<file path="config.mk">
export PLATFORM = sky130hd
export DESIGN_NAME = page_map_mmu
export DESIGN_NICKNAME = d
export VERILOG_FILES = /design/src/rtl/pmm_pkg.sv /design/src/rtl/pm_entry_file.sv /design/src/rtl/pm_lookup.sv /design/src/rtl/page_map_mmu.sv
export SDC_FILE = /design/constraint.sdc
export NUM_CORES = 1
export LEC_CHECK = 0
export ABC_CLOCK_PERIOD_IN_PS = 2250
export BUFFER_PORTS_ARGS = -buffer_cell sky130_fd_sc_hd__buf_2
export CORE_AREA = 8 8 107 109
export DETAILED_ROUTE_END_ITERATION = 12
export DIE_AREA = 0 0 115 117
export PLACE_DENSITY_LB_ADDON = 0.25
export SYNTH_ARGS = -nofsm -noshare
export SYNTH_HDL_FRONTEND = slang
export SYNTH_SLANG_ARGS = --single-unit
</file>
<file path="constraint.sdc">
create_clock -name clk -period 2.25 [get_ports clk]
set_clock_uncertainty 0.15 [all_clocks]
set_input_delay 0.45 -clock clk [delete_from_list [all_inputs] [get_ports clk]]
set_output_delay 0.45 -clock clk [all_outputs]
set_load 0.05 [all_outputs]
</file>
<file path="src/rtl/pmm_pkg.sv">
// Shared sizes and entry layout for the page map translator.
// Assumes the page offset is the low part of both address forms.
package pmm_pkg;
    localparam int VPN_W     = 4;
    localparam int OFS_W     = 8;
    localparam int PPN_W     = 3;
    localparam int NUM_PAGES = 1 << VPN_W;
    localparam int VA_W      = VPN_W + OFS_W;
    localparam int PA_W      = PPN_W + OFS_W;

    typedef struct packed {
        logic             resident;
        logic             dirty;
        logic [PPN_W-1:0] ppn;
    } pm_entry_t;
endpackage

</file>
<file path="src/rtl/pm_entry_file.sv">
// Register file of page map entries, one per virtual page.
// Has one write port for the handler, one flag-set port for stores and
// two combinational read ports. A handler write has priority over a
// flag set to the same entry. Reads see the value before the edge.
module pm_entry_file
    import pmm_pkg::*;
(
    input  logic             clk,
    input  logic             rst_n,
    input  logic             wr_en,
    input  logic [VPN_W-1:0] wr_vpn,
    input  pm_entry_t        wr_entry,
    input  logic             set_dirty,
    input  logic [VPN_W-1:0] set_vpn,
    input  logic [VPN_W-1:0] lk_vpn,
    output pm_entry_t        lk_entry,
    input  logic [VPN_W-1:0] rd_vpn,
    output pm_entry_t        rd_entry
);
    pm_entry_t map_q [NUM_PAGES];

    for (genvar i = 0; i < NUM_PAGES; i++) begin : g_entry
        // Hold one entry: reset, handler write, or store marking.
        always_ff @(posedge clk) begin
            if (!rst_n) begin
                map_q[i] <= '0;
            end else if (wr_en && (wr_vpn == VPN_W'(i))) begin
                map_q[i] <= wr_entry;
            end else if (set_dirty && (set_vpn == VPN_W'(i))) begin
                map_q[i].dirty <= 1'b1;
            end
        end
    end

    // Select the entries for the lookup and handler read ports.
    always_comb begin
        lk_entry = map_q[lk_vpn];
        rd_entry = map_q[rd_vpn];
    end
endmodule

</file>
<file path="src/rtl/pm_lookup.sv">
// Turns a looked-up entry into a registered translation result.
// Assumes the entry given is the one for the current request's page.
// Asks the entry file to mark the page when a store hits.
module pm_lookup
    import pmm_pkg::*;
(
    input  logic             clk,
    input  logic             rst_n,
    input  logic             req,
    input  logic             store,
    input  logic [OFS_W-1:0] offset,
    input  pm_entry_t        entry,
    output logic             set_dirty,
    output logic             pa_valid,
    output logic             fault,
    output logic [PA_W-1:0]  pa_out
);
    logic hit;

    // Classify the request against the entry.
    always_comb begin
        hit       = req && entry.resident;
        set_dirty = hit && store;
    end

    // Register the translation result or the fault.
    always_ff @(posedge clk) begin
        if (!rst_n) begin
            pa_valid <= 1'b0;
            fault    <= 1'b0;
            pa_out   <= '0;
        end else begin
            pa_valid <= hit;
            fault    <= req && !entry.resident;
            pa_out   <= hit ? {entry.ppn, offset} : '0;
        end
    end
endmodule

</file>
<file path="src/rtl/page_map_mmu.sv">
// Top of the page map translator: entry file plus lookup stage.
// One request per cycle, result one cycle later. Handler updates and
// reads go directly to the entry file.
module page_map_mmu
    import pmm_pkg::*;
(
    input  logic             clk,
    input  logic             rst_n,
    input  logic             acc_req,
    input  logic [VA_W-1:0]  acc_vaddr,
    input  logic             acc_store,
    output logic             pa_valid,
    output logic [PA_W-1:0]  pa_out,
    output logic             fault,
    input  logic             upd_en,
    input  logic [VPN_W-1:0] upd_vpn,
    input  logic             upd_resident,
    input  logic             upd_dirty,
    input  logic [PPN_W-1:0] upd_ppn,
    input  logic [VPN_W-1:0] rd_vpn,
    output logic             rd_resident,
    output logic             rd_dirty,
    output logic [PPN_W-1:0] rd_ppn
);
    pm_entry_t        wr_entry;
    pm_entry_t        lk_entry;
    pm_entry_t        rd_entry;
    logic             set_dirty;
    logic [VPN_W-1:0] acc_vpn;
    logic [OFS_W-1:0] acc_ofs;

    // Split the address and pack the handler's new entry.
    always_comb begin
        acc_vpn           = acc_vaddr[VA_W-1:OFS_W];
        acc_ofs           = acc_vaddr[OFS_W-1:0];
        wr_entry.resident = upd_resident;
        wr_entry.dirty    = upd_dirty;
        wr_entry.ppn      = upd_ppn;
        rd_resident       = rd_entry.resident;
        rd_dirty          = rd_entry.dirty;
        rd_ppn            = rd_entry.ppn;
    end

    pm_entry_file u_file (
        .clk       (clk),
        .rst_n     (rst_n),
        .wr_en     (upd_en),
        .wr_vpn    (upd_vpn),
        .wr_entry  (wr_entry),
        .set_dirty (set_dirty),
        .set_vpn   (acc_vpn),
        .lk_vpn    (acc_vpn),
        .lk_entry  (lk_entry),
        .rd_vpn    (rd_vpn),
        .rd_entry  (rd_entry)
    );

    pm_lookup u_lookup (
        .clk       (clk),
        .rst_n     (rst_n),
        .req       (acc_req),
        .store     (acc_store),
        .offset    (acc_ofs),
        .entry     (lk_entry),
        .set_dirty (set_dirty),
        .pa_valid  (pa_valid),
        .fault     (fault),
        .pa_out    (pa_out)
    );
endmodule

</file>
==> flow_summary_export.csv <==
group,metric,value,unit
drt,drc,0,
logic_synthesis,synth_ff_type,"sky130_fd_sc_hd__edfxtp_1",
status,violations,"negative setup slack",
pwr,power_frac_seq,0.510,
worst_setup_path,worst_reg2reg_path_startpoint,"u_file.map_q[0][4]$_SDFFCE_PN0P_",
sta,post-route-period-util,1.16,
logic_synthesis,post_synth.cell_area_avg,13.1,µm²
worst_setup_path,worst-path-max-fanout,1,
worst_setup_path,worst-setup-path-type,"reg2out",
placed_design,place_worst_setup_slack,-351,ps
drt,detail_route.wl_per_cell,23.4,µm
worst_setup_path,worst_setup_path_endpoint,"rd_dirty",
sta,max_clock_freq,385,MHz
sta,timing.final.max_slew_violations,0,
clocking,clkLatencyLatePin,380,ps
sta,worst_slack,-350,ps
global_route,grt_overflow_total,0,
drt,postRouteWirelength,14100,µm
clocking,cts_sinks,93,
layout,area.growth.synth_to_final,16.1,%
layout,post_route_cells_drive_above_1_share,0.306,
clocking,clock_buffer_count_from_cts,9,
worst_setup_path,arrival,2000,ps
logic_synthesis,mappedNetlistArea,0.00514,mm²
logic_synthesis,post_synth_num_cell_types,46,
clocking,maximum_count_of_clock_buffers_along_a_single_path,2,
pwr,internal-power,2910,µW
pwr,power,3960,µW
placed_design,placed_area,0.00570,mm²
global_route,largest_net_degree_at_the_start_of_global_routing,21,
placed_design,place.port_buffers,47,
clocking,cts_tree,"yes",
die,die_y,117,µm
worst_setup_path,reg2reg_depth,5,
clocking,clock_tree.root_cell,"sky130_fd_sc_hd__clkbuf_8",
layout,nFillCells,816,
worst_hold_path,hp-class,"in2reg",
layout,post_layout_cell_count,600,
logic_synthesis,post_synthesis_instance_total,392,
logic_synthesis,synth.yosys.warnings,0,
pwr,power-per-cell-area,663,mW/mm²
layout,num_antenna_cells,0,
drt,firstDrtPassIters,5,
drt,wirelength_met1,5500,µm
sta,final-setup-viol-count,5,
sta,finalWorstPathRequiredPeriod,2600,ps
clocking,cts-htree-levels,3,
clocking,clkSlewWorstSetupHoldPaths,90,ps
placed_design,numPlacedInstances,584,
logic_synthesis,netlist.top_cell.by_area,"sky130_fd_sc_hd__edfxtp_1",
die,initial_utilization,0.519,
pwr,ir_worst_vdd,0.309,mV
logic_synthesis,synth_seq_area_share,0.518,
sta,rsz0062_at_grt,"yes",
die,pin_count,48,
pwr,clkPwrFrac,0.325,
drt,vias,3728,
placed_design,routability_cong,1.00,
die,die_area,0.0135,mm²
placed_design,detailedPlacementHpwl,11000,µm
logic_synthesis,postSynthNetCount,422,
layout,stdcell_area,0.00596,mm²
worst_setup_path,worst_setup_path_end_kind,"primary output",
logic_synthesis,synth_edf_count,80,
pwr,cellLeakagePower,0.00218,µW
layout,final_core_utilization,0.602,
sta,worst_slew_margin_rel,0.637,
clocking,postCtsSetupBuffers,0,
logic_synthesis,netlist_top_cells_area,"sky130_fd_sc_hd__edfxtp_1 47%, sky130_fd_sc_hd__mux4_2 17%, sky130_fd_sc_hd__and2_1 7.9%",
die,dieWidth,115,µm
die,core-area,0.00991,mm²
worst_setup_path,cp_data_required_time,1650,ps
pwr,power_switching,1050,µW
global_route,number_of_antenna_violations_at_the_first_check_in_global_routing,0,
worst_setup_path,regToRegEndpoint,"u_lookup.pa_out[8]$_SDFF_PN0_",
logic_synthesis,yosysTopAreaCellShare,0.467,
flow_run,drv_cap,0,
layout,final_net_count,489,
pwr,pwr-share-comb,0.164,
worst_setup_path,rrSetupSlack,180,ps
pwr,switching_fraction_of_total_power,0.265,
logic_synthesis,synth.ff_latch_count,93,
drt,antenna_violating_nets_post_route,0,
die,floorplan.rows,37,
drt,routed_met3_length,1100,µm
drt,dr_wl_met2,6960,µm
worst_setup_path,worst_setup_path_startpoint,"u_file.map_q[14][3]$_DFFE_PP_",
sta,hold_violations,0,
logic_synthesis,fraction_of_synthesis_flops_using_an_asynchronous_set_or_reset_pin,0,
worst_hold_path,timing.hold.worst.start,"acc_vaddr[2]",
drt,drt_first_iter_violations,365,
global_route,grt_pass1_vias,3771,
worst_setup_path,start_kind,"register",
sta,worst_slew_pin_slew,541,ps
status,outcome,"finished with violations",
drt,dr.max_layer_used,"met4",
global_route,global_route_usage_over_all_layers,0.219,
global_route,grt_first_pass_wirelength,21400,µm
drt,viasPerCell,6.21,
[cell usage after synthesis (3+ instances only)]
cell type                  instances
sky130_fd_sc_hd__o211ai_1          5
sky130_fd_sc_hd__a22o_1            4
sky130_fd_sc_hd__nand4_1           3
sky130_fd_sc_hd__nand2b_1          3
sky130_fd_sc_hd__mux2i_1           6
sky130_fd_sc_hd__buf_1             3
sky130_fd_sc_hd__a32o_1            4
sky130_fd_sc_hd__nand3_1           9
sky130_fd_sc_hd__o22ai_1           6
sky130_fd_sc_hd__edfxtp_1         80
sky130_fd_sc_hd__nand3b_1          3
sky130_fd_sc_hd__o41ai_1           3
sky130_fd_sc_hd__mux4_2           39
sky130_fd_sc_hd__dfxtp_1          13
sky130_fd_sc_hd__and2_1           65
sky130_fd_sc_hd__o21bai_1          6
sky130_fd_sc_hd__nor2_1           21
sky130_fd_sc_hd__nand2_1          45
sky130_fd_sc_hd__buf_2             5
sky130_fd_sc_hd__o311ai_0          5
sky130_fd_sc_hd__nor2b_1           7
sky130_fd_sc_hd__nor3b_1          12
sky130_fd_sc_hd__clkbuf_1         13
[how the worst min path moves through the flow]
stage / to / depth (start not counted)
3_5_place_dp: u_lookup.pa_out[1]$_SDFF_PN0_ / 2
3_3_place_gp: u_lookup.pa_out[7]$_SDFF_PN0_ / 2
6_report: u_lookup.pa_out[2]$_SDFF_PN0_ / 2
4_1_cts: u_lookup.pa_out[1]$_SDFF_PN0_ / 2
2_1_floorplan: u_lookup.pa_out[3]$_SDFF_PN0_ / 1
5_1_grt: u_lookup.pa_out[4]$_SDFF_PN0_ / 2
[registers in the layout, indices dropped and copies added (netlist names)]
register / count
u_file.map_q: 80
u_lookup.pa_valid: 1
u_lookup.fault: 1
u_lookup.pa_out: 11
[worst max-delay path, stage by stage, from the launching register on]
cell and delay (ps):
sky130_fd_sc_hd__edfxtp_1 430, sky130_fd_sc_hd__mux4_2 490, sky130_fd_sc_hd__mux4_2 530, sky130_fd_sc_hd__buf_6 180
[power groups by stage]
stage | Combinational [µW] | Clock [µW] | Sequential, µW
after floorplan | 400 | 0 | 2060
after global placement | 612 | 0 | 2060
after detailed placement | 623 | 0 | 2060
after CTS | 646 | 1310 | 2020
after global routing | 685 | 1360 | 2030
final | 650 | 1290 | 2020
[area by class of cell]
class / instances / area (µm²) / area share
clock buffer: 10 / 138 / 0.0231
clock inverter: 6 / 93.8 / 0.0157
inverter: 2 / 7.51 / 0.00126
multi-input combinational: 272 / 2330 / 0.391
sequential: 93 / 2660 / 0.446
tap: 136 / 170 / 0.0285
timing repair buffer: 81 / 559 / 0.0938
[cells in the final DEF (no fill, tap or decap), types with 7 or more instances in the layout]
master	count
sky130_fd_sc_hd__and2_1	65
sky130_fd_sc_hd__buf_2	42
sky130_fd_sc_hd__buf_4	31
sky130_fd_sc_hd__clkbuf_8	10
sky130_fd_sc_hd__dfxtp_1	13
sky130_fd_sc_hd__edfxtp_1	80
sky130_fd_sc_hd__mux4_2	39
sky130_fd_sc_hd__nand2_1	45
sky130_fd_sc_hd__nand3_1	9
sky130_fd_sc_hd__nor2_1	21
sky130_fd_sc_hd__nor2b_1	7
sky130_fd_sc_hd__nor3b_1	12
[layer usage]
metal  GRT usage  up-vias
met4       0.118        0
met2       0.371      227
li1            -     1647
met1       0.265     1819
met3      0.0369       35
met5           0        -
[per-stage QoR]
stage	hold WS, ps	TNS, ps
6_report	174	-1650
5_1_grt	172	-1790
4_1_cts	159	-1720
3_5_place_dp	571	-4880
3_3_place_gp	565	-3870
2_1_floorplan	465	-173
[cells by family (layout without fill, tap and decap cells)]
family,Yosys count,after routing,share of synthesized area
buffers and inverters,27,99,0.0278
muxes,47,47,0.193
and+or+nand+nor,183,183,0.195
DFF,93,93,0.518
AOI/OAI and AO/OA,42,42,0.0665
[what timing repair did]
action                     4_1_cts  5_1_grt
setup endpoints to repair        5        5
hold buffers                     0        0
resized for setup               10        0
No activity file was read; power rests on OpenSTA's default activity.
